[config.mk]
export PLATFORM = sky130hd
export DESIGN_NAME = imask_bank
export DESIGN_NICKNAME = d
export VERILOG_FILES = /design/src/rtl/imask_pkg.sv /design/src/rtl/imask_decode.sv /design/src/rtl/imask_mask_reg.sv /design/src/rtl/imask_read_path.sv /design/src/rtl/imask_bank.sv
export SDC_FILE = /design/constraint.sdc
export NUM_CORES = 1
export LEC_CHECK = 0
export BUFFER_PORTS_ARGS = -buffer_cell sky130_fd_sc_hd__buf_4
export CORE_ASPECT_RATIO = 0.5
export CORE_UTILIZATION = 25
export DETAILED_ROUTE_END_ITERATION = 16
export GPL_ROUTABILITY_DRIVEN = 0
export GPL_TIMING_DRIVEN = 0
export HOLD_SLACK_MARGIN = 0.06
export SYNTH_ARGS = -nofsm -noshare
export SYNTH_HDL_FRONTEND = slang
export SYNTH_SLANG_ARGS = --single-unit
[constraint.sdc]
create_clock -name clk -period 4.45 [get_ports clk]
set_input_delay 0.6675 -clock clk [delete_from_list [all_inputs] [get_ports clk]]
set_output_delay 0.6675 -clock clk [all_outputs]
set_load 0.005 [all_outputs]
[src/rtl/imask_pkg.sv]
package imask_pkg;

    // Operation decoded from one register port access
    typedef enum logic [2:0] {
        OP_IDLE,
        OP_WR_MASK,
        OP_SET_MASK,
        OP_CLR_MASK,
        OP_RD_MASK,
        OP_RD_RAW,
        OP_RD_MASKED,
        OP_RD_NONE
    } imask_op_e;

endpackage

[src/rtl/imask_decode.sv]
module imask_decode
    import imask_pkg::*;
#(
    parameter int          ADDR_W     = 4,
    parameter logic [3:0]  OFS_MASK   = 4'h8,
    parameter logic [3:0]  OFS_RAW    = 4'h9,
    parameter logic [3:0]  OFS_MASKED = 4'hA
) (
    input  logic              req_valid,
    input  logic              req_write,
    input  logic [ADDR_W-1:0] req_addr,
    output imask_op_e         op
);

    localparam logic [ADDR_W-1:0] A_MASK   = ADDR_W'(OFS_MASK);
    localparam logic [ADDR_W-1:0] A_RAW    = ADDR_W'(OFS_RAW);
    localparam logic [ADDR_W-1:0] A_MASKED = ADDR_W'(OFS_MASKED);

    always_comb begin
        op = OP_IDLE;
        if (req_valid) begin
            if (req_addr == A_MASK) begin
                op = req_write ? OP_WR_MASK : OP_RD_MASK;
            end else if (req_addr == A_RAW) begin
                op = req_write ? OP_SET_MASK : OP_RD_RAW;
            end else if (req_addr == A_MASKED) begin
                op = req_write ? OP_CLR_MASK : OP_RD_MASKED;
            end else begin
                op = req_write ? OP_IDLE : OP_RD_NONE;
            end
        end
    end

endmodule

[src/rtl/imask_mask_reg.sv]
module imask_mask_reg
    import imask_pkg::*;
#(
    parameter int FIELD_W = 16
) (
    input  logic               clk,
    input  logic               rst_n,
    input  imask_op_e          op,
    input  logic [FIELD_W-1:0] wfield,
    output logic [FIELD_W-1:0] mask_q
);

    logic [FIELD_W-1:0] mask_d;

    // next-state: HOLD, LOAD, SET, CLEAR
    always_comb begin
        unique case (op)
            OP_WR_MASK:  mask_d = wfield;
            OP_SET_MASK: mask_d = mask_q | wfield;
            OP_CLR_MASK: mask_d = mask_q & wfield;
            default:     mask_d = mask_q;
        endcase
    end

    // state register
    always_ff @(posedge clk) begin
        if (!rst_n) mask_q <= '0;
        else        mask_q <= mask_d;
    end

endmodule

[src/rtl/imask_read_path.sv]
module imask_read_path
    import imask_pkg::*;
#(
    parameter int DATA_W  = 64,
    parameter int FIELD_W = 16,
    parameter int BOT_IDX = 32
) (
    input  logic               clk,
    input  logic               rst_n,
    input  imask_op_e          op,
    input  logic [FIELD_W-1:0] mask_q,
    input  logic [FIELD_W-1:0] cond_i,
    output logic               rsp_valid,
    output logic [DATA_W-1:0]  rsp_rdata
);

    logic [FIELD_W-1:0] view;
    logic               is_read;
    logic [DATA_W-1:0]  word_d;

    always_comb begin
        is_read = 1'b1;
        unique case (op)
            OP_RD_MASK:   view = mask_q;
            OP_RD_RAW:    view = cond_i;
            OP_RD_MASKED: view = cond_i & mask_q;
            OP_RD_NONE:   view = '0;
            default: begin
                view    = '0;
                is_read = 1'b0;
            end
        endcase
        word_d = '0;
        word_d[BOT_IDX +: FIELD_W] = view;
    end

    always_ff @(posedge clk) begin
        if (!rst_n) begin
            rsp_valid <= 1'b0;
            rsp_rdata <= '0;
        end else begin
            rsp_valid <= is_read;
            rsp_rdata <= is_read ? word_d : '0;
        end
    end

endmodule

[src/rtl/imask_bank.sv]
module imask_bank
    import imask_pkg::*;
#(
    parameter int         DATA_W      = 64,
    parameter int         ADDR_W      = 4,
    parameter int         FIELD_FIRST = 16,  // MSB-first index of field start
    parameter int         FIELD_LAST  = 31,  // MSB-first index of field end
    parameter logic [3:0] OFS_MASK    = 4'h8,
    parameter logic [3:0] OFS_RAW     = 4'h9,
    parameter logic [3:0] OFS_MASKED  = 4'hA
) (
    input  logic                                clk,
    input  logic                                rst_n,
    input  logic                                req_valid,
    input  logic                                req_write,
    input  logic [ADDR_W-1:0]                   req_addr,
    input  logic [DATA_W-1:0]                   req_wdata,
    input  logic [FIELD_LAST-FIELD_FIRST:0]     cond_i,
    output logic                                rsp_valid,
    output logic [DATA_W-1:0]                   rsp_rdata,
    output logic                                irq_o
);

    localparam int FIELD_W = FIELD_LAST - FIELD_FIRST + 1;
    localparam int BOT_IDX = DATA_W - 1 - FIELD_LAST;

    imask_op_e          op;
    logic [FIELD_W-1:0] wfield;
    logic [FIELD_W-1:0] mask_q;
    logic               wdata_unused;

    assign wfield       = req_wdata[BOT_IDX +: FIELD_W];
    assign wdata_unused = ^req_wdata;

    imask_decode #(
        .ADDR_W(ADDR_W), .OFS_MASK(OFS_MASK),
        .OFS_RAW(OFS_RAW), .OFS_MASKED(OFS_MASKED)
    ) u_dec (
        .req_valid(req_valid), .req_write(req_write),
        .req_addr(req_addr), .op(op)
    );

    imask_mask_reg #(.FIELD_W(FIELD_W)) u_mask (
        .clk(clk), .rst_n(rst_n), .op(op), .wfield(wfield), .mask_q(mask_q)
    );

    imask_read_path #(
        .DATA_W(DATA_W), .FIELD_W(FIELD_W), .BOT_IDX(BOT_IDX)
    ) u_rd (
        .clk(clk), .rst_n(rst_n), .op(op), .mask_q(mask_q), .cond_i(cond_i),
        .rsp_valid(rsp_valid), .rsp_rdata(rsp_rdata)
    );

    // registered interrupt level
    always_ff @(posedge clk) begin
        if (!rst_n) irq_o <= 1'b0;
        else        irq_o <= |(cond_i & mask_q);
    end

endmodule

==> results.md <==
| Metric | Reported | Unit |
|---|---|---|
| Post-route worst setup slack | 2.357 | ns |
| H-tree depth reported by CTS | 2 | - |
| Number of buffers created by CTS | 5 | - |
| MaxCap Viol Count | 0 | - |
| Worst reg2reg path startpoint | u_mask.mask_q[2]$_SDFFE_PN0P_ | - |
| Worst Max-Slew Pin Slew | 0.7975 | ns |
| Number of design-rule violations left by the first detailed-router iteration | 107 | - |
| Post-detailed-placement half-perimeter wirelength | 3910 | um |
| Area share of the largest cell type after synthesis | 0.3392 | - |
| Pwr/cell area | 285.0 | nW/um^2 |
| Clock insertion delay at the later pin of the skew report | 0.27 | ns |
| Logic depth of the worst register-to-register path | 4 | - |
| Critical Path Start Type | primary input | - |
| HP Start | u_mask.mask_q[14]$_SDFFE_PN0P_ | - |
| Synth-to-layout area growth | 44.20 | % |
| Core area | 7542 | um^2 |
| Vias in the first global route | 1595 | - |
| Number of primary I/O pins | 154 | - |
| RSZ-0062 raised after global routing | false | - |
| Clock Skews | 0.004933 | ns |
| Starting utilization of the core area | 0.2661 | - |
| Post-CTS setup-driven buffer insertion count | 0 | - |
| Vertical die dimension | 65.36 | um |
| Wire length of the first global-routing pass | 7714 | um |
| Worst-case clock buffer depth | 2 | - |
| Number of sinks handled by clock tree synthesis | 34 | - |
| WL final | 5013 | um |
| Final critical delay including setup and external delays | 2.093 | ns |
| Async set-or-reset flop fraction in the synthesized netlist | 0 | - |
| Achievable Freq | 477.7 | MHz |
| Number of hold-repair buffers added at the cts stage | 0 | - |
| Cell count of the worst hold path | 1 | - |
| Seq cells post-synth | 34 | - |
| Routed Antenna Nets | 0 | - |
| Number of standard cells after synthesis | 236 | - |
| Remaining DRCs | 0 | - |
| Nets | 436 | - |
| Routed vias/inst | 3.998 | - |
| Hold path endpoint | u_mask.mask_q[14]$_SDFFE_PN0P_ | - |
| Number of synthesized flops with an enable pin | 0 | - |
| Number of resized instances in the post-cts repair step | 0 | - |
| Number of setup violations in the final report | 0 | - |
| Pre-CTS setup slack | 2.060 | ns |
| Power, Total | 0.0008247 | W |
| Slack of the worst reg-to-reg path | 3.20 | ns |
| Leakage component of the power | 1.411 | nW |
| Mean cell area of the mapped netlist | 8.504 | um^2 |
| Num rows | 22 | - |
| Aggregate global routing overflow | 0 | - |
| Critical-path maximum fanout | 10 | - |
| Fin crit share | 0.4704 | - |
| Cell types with the highest counts after synthesis | 49 x buf_4, 48 x o21ai_0, 35 x a22o_1, 35 x nand2_1, 34 x dfxtp_1 | - |
| Max Slew Vio Count | 0 | - |
| Data arrival time of the critical path | 2.31 | ns |
| Worst IR drop on VDD | 121.8 | uV |
| Pin count of the biggest net entering global routing | 11 | - |
| Layout cell share with drive strength beyond 1 | 0.3621 | - |
| Cell type with the largest total area after synthesis | dfxtp_1 | - |
| Primary FF master, synth | dfxtp_1 | - |
| Total of warnings raised by yosys | 0 | - |
| Total via count after detailed routing | 1823 | - |
| Count of input and output buffers | 57 | - |
| Req. time, crit path | 4.67 | ns |
| Die Footprint | 8412 | um^2 |
| Area of the mapped netlist | 2007 | um^2 |
| Sequential fraction of the synthesis area | 0.3392 | - |
| CTS tree | yes | - |
| Number of hold violations in the final report | 0 | - |
| Antenna diode count | 0 | - |
| Run status | finished, final reports clean | - |
| Capture instance of the worst register-to-register path | irq_o$_SDFF_PN0_ | - |
| Crit Path Class | primary input to register | - |
| Worst hold-check path type | register to register | - |
| Die span in x | 128.7 | um |
| Endpoint kind of the worst setup timing path | register | - |
| Wire per inst | 10.99 | um |
| Worst Hold Slack | 0.5297 | ns |
| Most repeated cell in the gate-level netlist after synthesis | buf_4 | - |
| Initial antenna violation count | 0 | - |
| All-layer global routing usage | 0.1206 | - |
| Unique cell type count in the Yosys netlist | 29 | - |
| Setup TNS after final layout | 0 | ns |
| Register clock-pin slew on the reported worst setup and hold paths | 0.05 | ns |
| Worst rel slew slack | 0.4669 | - |
| Top cells by area in the synthesized netlist | dfxtp_1 34%, buf_4 18%, a22o_1 15% | - |
| First-pass DRT Iterations | 4 | - |
| Root Buffer Master | clkbuf_16 | - |
-- how the worst max path moves through the flow --
stage,end,cells past startpoint,startpoint
6_report,u_mask.mask_q[0]$_SDFFE_PN0P_,8,req_addr[0]
5_1_grt,u_mask.mask_q[14]$_SDFFE_PN0P_,8,req_addr[0]
4_1_cts,u_mask.mask_q[12]$_SDFFE_PN0P_,8,req_addr[0]
3_5_place_dp,u_mask.mask_q[0]$_SDFFE_PN0P_,8,req_addr[0]
3_3_place_gp,u_mask.mask_q[12]$_SDFFE_PN0P_,8,req_addr[0]
2_1_floorplan,u_mask.mask_q[0]$_SDFFE_PN0P_,7,req_addr[0]
-- flip-flops by register name (all words and copies together) (netlist names) --
| register | cells |
|---|---|
| u_mask.mask_q | 16 |
| u_rd.rsp_rdata | 16 |
| irq_o | 1 |
| u_rd.rsp_valid | 1 |
-- report_power, final --
part	internal (W)	switching, W	total (W)
Combinational	0.0000856	0.0000681	0.000154
Clock	0.000221	0.000116	0.000338
Sequential	0.000319	0.0000138	0.000333
Total	0.000626	0.000198	0.000825
-- logic make-up (layout without fill, tap and decap cells) --
kind of cell | count (synthesis) | count (layout) | share of synthesized area
AO/OA/AOI/OAI | 92 | 92 | 0.3186
buffers and inverters | 63 | 128 | 0.2288
AND/OR/NAND/NOR | 43 | 43 | 0.09602
flip-flops | 34 | 34 | 0.3392
adder cells (fa/ha/maj) | 1 | 1 | 0.006233
other | 1 | 48 | 0.001869
XOR/XNOR | 1 | 1 | 0.004365
multiplexers | 1 | 1 | 0.004988
-- metrics by stage --
step / cells / area (um^2) / utilization
detailed placement: 448 / 2746 / 0.3641
global route: 456 / 2894 / 0.3837
finish: 456 / 2894 / 0.3837
CTS: 456 / 2894 / 0.3837
floorplan: 283 / 2183 / -
global placement: 448 / 2746 / 0.3641
-- placed cells by master, fill, tap and decap left out, types with 2 or more instances in the layout --
| cell type | Yosys | routed |
|---|---|---|
| nand2_1 | 35 | 35 |
| o21ai_0 | 48 | 48 |
| dfxtp_1 | 34 | 34 |
| buf_4 | 49 | 106 |
| a221oi_1 | 3 | 3 |
| buf_6 | 3 | 3 |
| a22oi_1 | 2 | 2 |
| inv_1 | 3 | 3 |
| clkbuf_1 | 3 | 4 |
| buf_2 | 3 | 3 |
| conb_1 | 1 | 48 |
| a22o_1 | 35 | 35 |
| clkbuf_16 | 0 | 5 |
-- critical path, cell delays in order --
cell and delay [ns]:
buf_4 0.12, inv_1 0.06, nand4_1 0.09, ha_1 0.36, xor2_1 0.21, a211oi_4 0.41, buf_4 0.25, a22o_1 0.14
-- final cells by class --
class                           instances  area (um^2)
Fill cell                             779         4648
Multi-Input combinational cell        186         1044
Sequential cell                        34        680.7
Buffer                                 60        447.9
Timing Repair Buffer                   57        427.9
Clock buffer                            7        142.6
Tap cell                              108        135.1
Inverter                                3        11.26
Clock inverter                          1        5.005
-- per-layer routing --
layer  vias up  GRT usage  part of all wire
met5         -          0                 0
met4         0    0.03088            0.0072
met3         2    0.04642             0.091
met2        64     0.1905              0.44
met1       790     0.1538              0.46
li1        967          -                 -
No activity file was read; power rests on OpenSTA's default activity.
